===== src/rtl/gate_fill_sched.sv =====
module gate_fill_sched #(
  parameter int NPRIO    = 8,
  parameter int DEPTH    = 16,
  parameter int CNT_W    = 16,
  parameter int LEN_W    = 11,
  parameter int MARGIN_W = 10,
  parameter int OVERHEAD = 20,
  parameter int GIG_CPB  = 1,
  parameter int SLOW_CPB = 10
) (
  input  logic                     clk,
  input  logic                     rst_n,
  input  logic                     cfg_we,
  input  logic [$clog2(DEPTH)-1:0] cfg_addr,
  input  logic [CNT_W-1:0]         cfg_count,
  input  logic [NPRIO-1:0]         cfg_allow,
  input  logic [$clog2(DEPTH)-1:0] last_idx,
  input  logic                     run,
  input  logic                     fill_en,
  input  logic [MARGIN_W-1:0]      fill_margin,
  input  logic                     gig_mode,
  input  logic [NPRIO-1:0]         express_map,
  input  logic [NPRIO-1:0]         fill_req,
  input  logic [NPRIO*LEN_W-1:0]   fill_len,
  output logic [NPRIO-1:0]         permit,
  output logic [NPRIO-1:0]         fill_grant,
  output logic                     fill_busy,
  output logic                     guard_active,
  output logic [$clog2(DEPTH)-1:0] cur_idx
);
  localparam int IDX_W = $clog2(DEPTH);
  localparam int FT_W  = LEN_W + 5;
  localparam int SUM_W = (FT_W > CNT_W ? FT_W : CNT_W) + 2;

  logic [CNT_W-1:0] tbl_cnt   [DEPTH];
  logic [NPRIO-1:0] tbl_allow [DEPTH];

  always_ff @(posedge clk) begin
    if (cfg_we) begin
      tbl_cnt[cfg_addr]   <= cfg_count;
      tbl_allow[cfg_addr] <= cfg_allow;
    end
  end

  logic [IDX_W-1:0] idx;
  logic             loaded;
  logic [CNT_W-1:0] remain;
  logic [NPRIO-1:0] cur_allow;
  logic [NPRIO-1:0] last_allow;
  logic             granted;
  logic [FT_W-1:0]  busy_cnt;
  logic [NPRIO-1:0] grant_q;

  logic [IDX_W-1:0] nxt_idx;
  assign nxt_idx = (idx == last_idx || idx == IDX_W'(DEPTH - 1)) ? '0 : idx + 1'b1;

  logic guard_win, class_ok;
  assign guard_win = loaded && (cur_allow == '0);
  assign class_ok  = (last_allow != '0) &&
                     (((last_allow & ~express_map) == '0) || ((last_allow & express_map) == '0));

  logic [FT_W-1:0]  cpb;
  assign cpb = gig_mode ? FT_W'(GIG_CPB) : FT_W'(SLOW_CPB);

  logic [FT_W-1:0]  ft [NPRIO];
  logic [NPRIO-1:0] fits;
  logic [NPRIO-1:0] eligible;
  logic [NPRIO-1:0] pick;
  logic [FT_W-1:0]  pick_ft;

  assign eligible = fill_req & ~last_allow;

  always_comb begin
    pick    = '0;
    pick_ft = '0;
    for (int i = 0; i < NPRIO; i++) begin
      ft[i]   = (FT_W'(fill_len[i*LEN_W +: LEN_W]) + FT_W'(OVERHEAD)) * cpb;
      fits[i] = (SUM_W'(ft[i]) + SUM_W'(fill_margin)) < SUM_W'(remain);
      if (eligible[i] && fits[i]) begin
        pick    = NPRIO'(1) << i;
        pick_ft = ft[i];
      end
    end
  end

  logic do_grant;
  assign do_grant = run && fill_en && guard_win && class_ok && !granted && (pick != '0);

  always_ff @(posedge clk) begin
    if (!rst_n || !run) begin
      idx        <= '0;
      loaded     <= 1'b0;
      remain     <= '0;
      cur_allow  <= '0;
      last_allow <= '0;
      granted    <= 1'b0;
      busy_cnt   <= '0;
      grant_q    <= '0;
    end else begin
      grant_q <= do_grant ? pick : '0;
      if (do_grant)            busy_cnt <= pick_ft;
      else if (busy_cnt != '0) busy_cnt <= busy_cnt - 1'b1;

      if (!loaded) begin
        if (tbl_cnt[idx] == '0) begin
          idx <= nxt_idx;
        end else begin
          loaded    <= 1'b1;
          remain    <= tbl_cnt[idx];
          cur_allow <= tbl_allow[idx];
          granted   <= 1'b0;
          if (tbl_allow[idx] != '0) last_allow <= tbl_allow[idx];
        end
      end else begin
        if (do_grant) granted <= 1'b1;
        if (remain == CNT_W'(1)) begin
          loaded <= 1'b0;
          idx    <= nxt_idx;
        end else begin
          remain <= remain - 1'b1;
        end
      end
    end
  end

  assign permit       = loaded ? cur_allow : '0;
  assign fill_grant   = grant_q;
  assign fill_busy    = (busy_cnt != '0);
  assign guard_active = guard_win;
  assign cur_idx      = idx;
endmodule


===== config.mk =====
export PLATFORM = sky130hd
export DESIGN_NAME = gate_fill_sched
export DESIGN_NICKNAME = d
export VERILOG_FILES = /design/src/rtl/gate_fill_sched.sv
export SDC_FILE = /design/constraint.sdc
export NUM_CORES = 1
export LEC_CHECK = 0
export ABC_AREA = 1
export BUFFER_PORTS_ARGS = -buffer_cell sky130_fd_sc_hd__buf_2
export CAP_MARGIN = 5
export CORE_MARGIN = 3
export CORE_UTILIZATION = 60
export CTS_BUF_LIST = sky130_fd_sc_hd__clkbuf_2
export DETAILED_ROUTE_END_ITERATION = 16
export PLACE_DENSITY = 0.78
export SLEW_MARGIN = 10
export SYNTH_ARGS = -nofsm -noshare
export SYNTH_HDL_FRONTEND = slang
export SYNTH_SLANG_ARGS = --single-unit

===== constraint.sdc =====
create_clock -name clk -period 8.58 [get_ports clk]
set_input_delay 0.429 -clock clk [delete_from_list [all_inputs] [get_ports clk]]
set_output_delay 0.429 -clock clk [all_outputs]
set_load 0.01 [all_outputs]

==> run summary <==
Worst rel slew slack: 32.0%
Delay-heaviest family, CP: simple AND/OR/NAND/NOR gates
CP startpoint: gig_mode
CP Depth: 37
CP Launch Type: input port
Cell repeated most along the worst path: nand2_1
Max stage delay on crit path: 0.58 ns
PortBufs: 173
CTS H-tree lvls: 3
Slew @ Worst Pin: 1.02 ns
Largest net degree at the start of global routing: 157
Sw Share: 44.9%
Std-Cell Rows: 91
Routed Antenna Nets: 0
DR pass1 iterations: 6
Cells after Synth: 4584
DP Worst Slack: 1.47 ns
Detailed placement HPWL: 72700 um
Minimum clock period: 7.03 ns
WS Path Type: in -> reg
Status: completed
Synth Register Bits: 450
Period utilization: 81.9%
# setup viols final: 0
Critical Path Fanout Max: 39
Total gr overflow: 0
Post-synth top area share: 30.6%
Placed insts: 5528
Syn_area_per_cell: 8.21 um2
Synth cell types: 59
Clock skew: 0.149 ns
Wire length per cell: 17.7 um
Crit end category: flop
Iter 0 DRT Violations: 2894
Flop2flop setup slack: 3.44 ns
CTS buffer count: 102
Hold WC Path Type: in -> reg
Area leader, netlist: edfxtp_1
Placer congestion estimate: 0.985
Area grow syn2layout: 8.19%
Chip width: 256 um
Die area: 0.0658 mm2
Async SR Flop Fraction: 0%
Area contributors post-synth: edfxtp_1, ha_1, inv_1, nand2_1, a21oi_1
Die Ht: 256 um
Max VDD drop: 0.146 mV
Power Density: 203 mW/mm2
Clk_lat worst skew: 1.13 ns
CTS tree: yes
Unrepaired setup endpoints after global routing: false
CTS resizes: 0
Peak Freq: 142 MHz
Clock-pin slew on the worst setup and hold paths: 0.10 ns
Routed vias/inst: 5.60
Vias: 32.3k
Final wirelength: 102000 um
CP Buf/Inv Count: 9
NumNets Final: 5485
Residual DRC: 0
Clock Sinks: 450
Tot Pwr: 8280 uW
Root Driver: clkbuf_2
Combinational Power Share: 54.1%
R2r worst-path depth: 15
Net load switching power: 3720 uW
Fin. max-slew vios: 0
Worst Path Arrival: 8.01 ns
Placeable Area: 0.0619 mm2
Post-CTS Setup Bufs: 0
Required @ worst endpoint: 9.56 ns
P_leak: 0.0196 uW
Setup TNS: 0 ns
Post-synth top flop: edfxtp_1
Top-count cell post-synth: inv_1
Worst setup margin: 1.55 ns
Hold path depth: 8
First-pass GRT wire length: 161000 um
Clock network power share: 15.8%
Vias in the first global route: 31.0k
Hold Vio Cnt, Final: 0
Initial core utilization: 60.8%
Mapped Area: 0.0376 mm2
Max cap viols: 0
Yosys warns: 0
Layout cell share with drive strength beyond 1: 9.51%
Clock tree buffer depth: 3
Initial antenna violation count: 7
Hold_buf cts: 44
Hold EP: busy_cnt[14]
Seq pwr share: 30.1%
Internal power: 4570 uW
Most common library cells after synthesis: inv_1, nand2_1, ha_1
Post-synth EDFFs: 384
Fin cells: 5762
IO Pins: 174
Hold Path Origin: express_map[3]
CP max stage cell: inv_1
GRT Overall Usage: 30.7%
Register area share after synthesis: 34.1%
[state kept, by name, indices dropped and copies added, names as in the netlist, named ones only]
name        count
last_allow      8
granted         1
loaded          1
tbl_cnt       256
tbl_allow     128
cur_idx         4
busy_cnt       16
remain         16
cur_allow       8
fill_grant      8
[kinds of logic after synthesis]
family	Yosys count	share of synthesized area [%]
AOI/OAI and AO/OA	839	12.6
xor gates and xnor gates	229	5.58
adders and majority gates	494	18.0
buffers and inverters	978	10.1
DFF	450	34.1
muxes	96	2.55
other	2	0.0199
and+or+nand+nor	1496	16.9
[area by class of cell]
class	instances	area (um2)
Sequential cell	450	12900
Timing Repair Buffer	251	1590
Inverter	856	3210
Tap cell	837	1050
Antenna cell	5	12.5
Multi-Input combinational cell	3178	21100
Fill cell	5370	21200
Clock buffer	143	716
Clock inverter	42	190
[metrics by stage]
step / hold slack [ns] / area, um2 / utilization (%)
after floorplan: 0.457 / 37700 / -
after global placement: 0.485 / 39400 / 63.6
after detailed placement: 0.483 / 39400 / 63.6
after CTS: 0.000920 / 40700 / 65.7
after global routing: 0.0520 / 40700 / 65.8
final: 0.0712 / 40700 / 65.8
[how the worst max path moves through the flow]
stage             endpoint  slack (ns)
2_1_floorplan  busy_cnt[3]        2.33
3_3_place_gp   busy_cnt[7]        1.54
3_5_place_dp   busy_cnt[7]        1.47
4_1_cts        busy_cnt[0]        1.79
5_1_grt        busy_cnt[0]        0.96
6_report       busy_cnt[0]        1.55
[worst register-to-register path: stages (launching register included)]
cell and delay, ns:
dfxtp_4 0.57, inv_2 0.61, buf_4 0.73, o21ai_0 0.33, o211ai_1 0.25, nand2_1 0.07
inv_1 0.17, nand4_1 0.12, nor2_1 0.10, nand2_1 0.05, nand2_1 0.32, nand2_1 0.70
inv_1 0.56, nor2_1 0.18, nand2_1 0.10, o21ai_0 0.11
[per-layer routing]
layer	share of wire [%]	vias to the layer above	wire length, um	GRT usage [%]
li1	-	15800	-	-
met1	41	14900	41800	40.7
met2	47	1368	47400	51.0
met3	8.2	253	8380	4.03
met4	4.1	2	4160	12.8
met5	0.013	-	13	0
[cells in the final DEF (no fill, tap or decap), drive strengths merged, types with 10 or more instances in the layout]
master,netlist,routed
nand2,788,788
a211oi,15,15
clkinv,4,41
nor2,344,344
or2,27,27
nor4,10,10
buf,71,207
inv,852,855
dfxtp,66,66
edfxtp,384,384
nand4,31,31
xnor2,59,59
ha,414,414
mux2i,96,96
a21o,25,25
o211ai,98,98
o21bai,25,25
clkbuf,51,143
fa,80,80
a31oi,34,34
o21ai,254,254
dlygate4sd3,0,44
o22ai,14,14
a21oi,351,351
nor3,64,64
xor2,170,170
conb,2,24
nand3,221,221
[power by group through the flow]
stage,sequential [uW],clock (uW),combinational [uW]
2_1_floorplan,2520,0,3370
3_3_place_gp,2540,0,4280
3_5_place_dp,2540,0,4360
4_1_cts,2490,1320,4410
5_1_grt,2500,1440,5100
6_report,2490,1310,4480
Power figures use the tool's default switching activity.
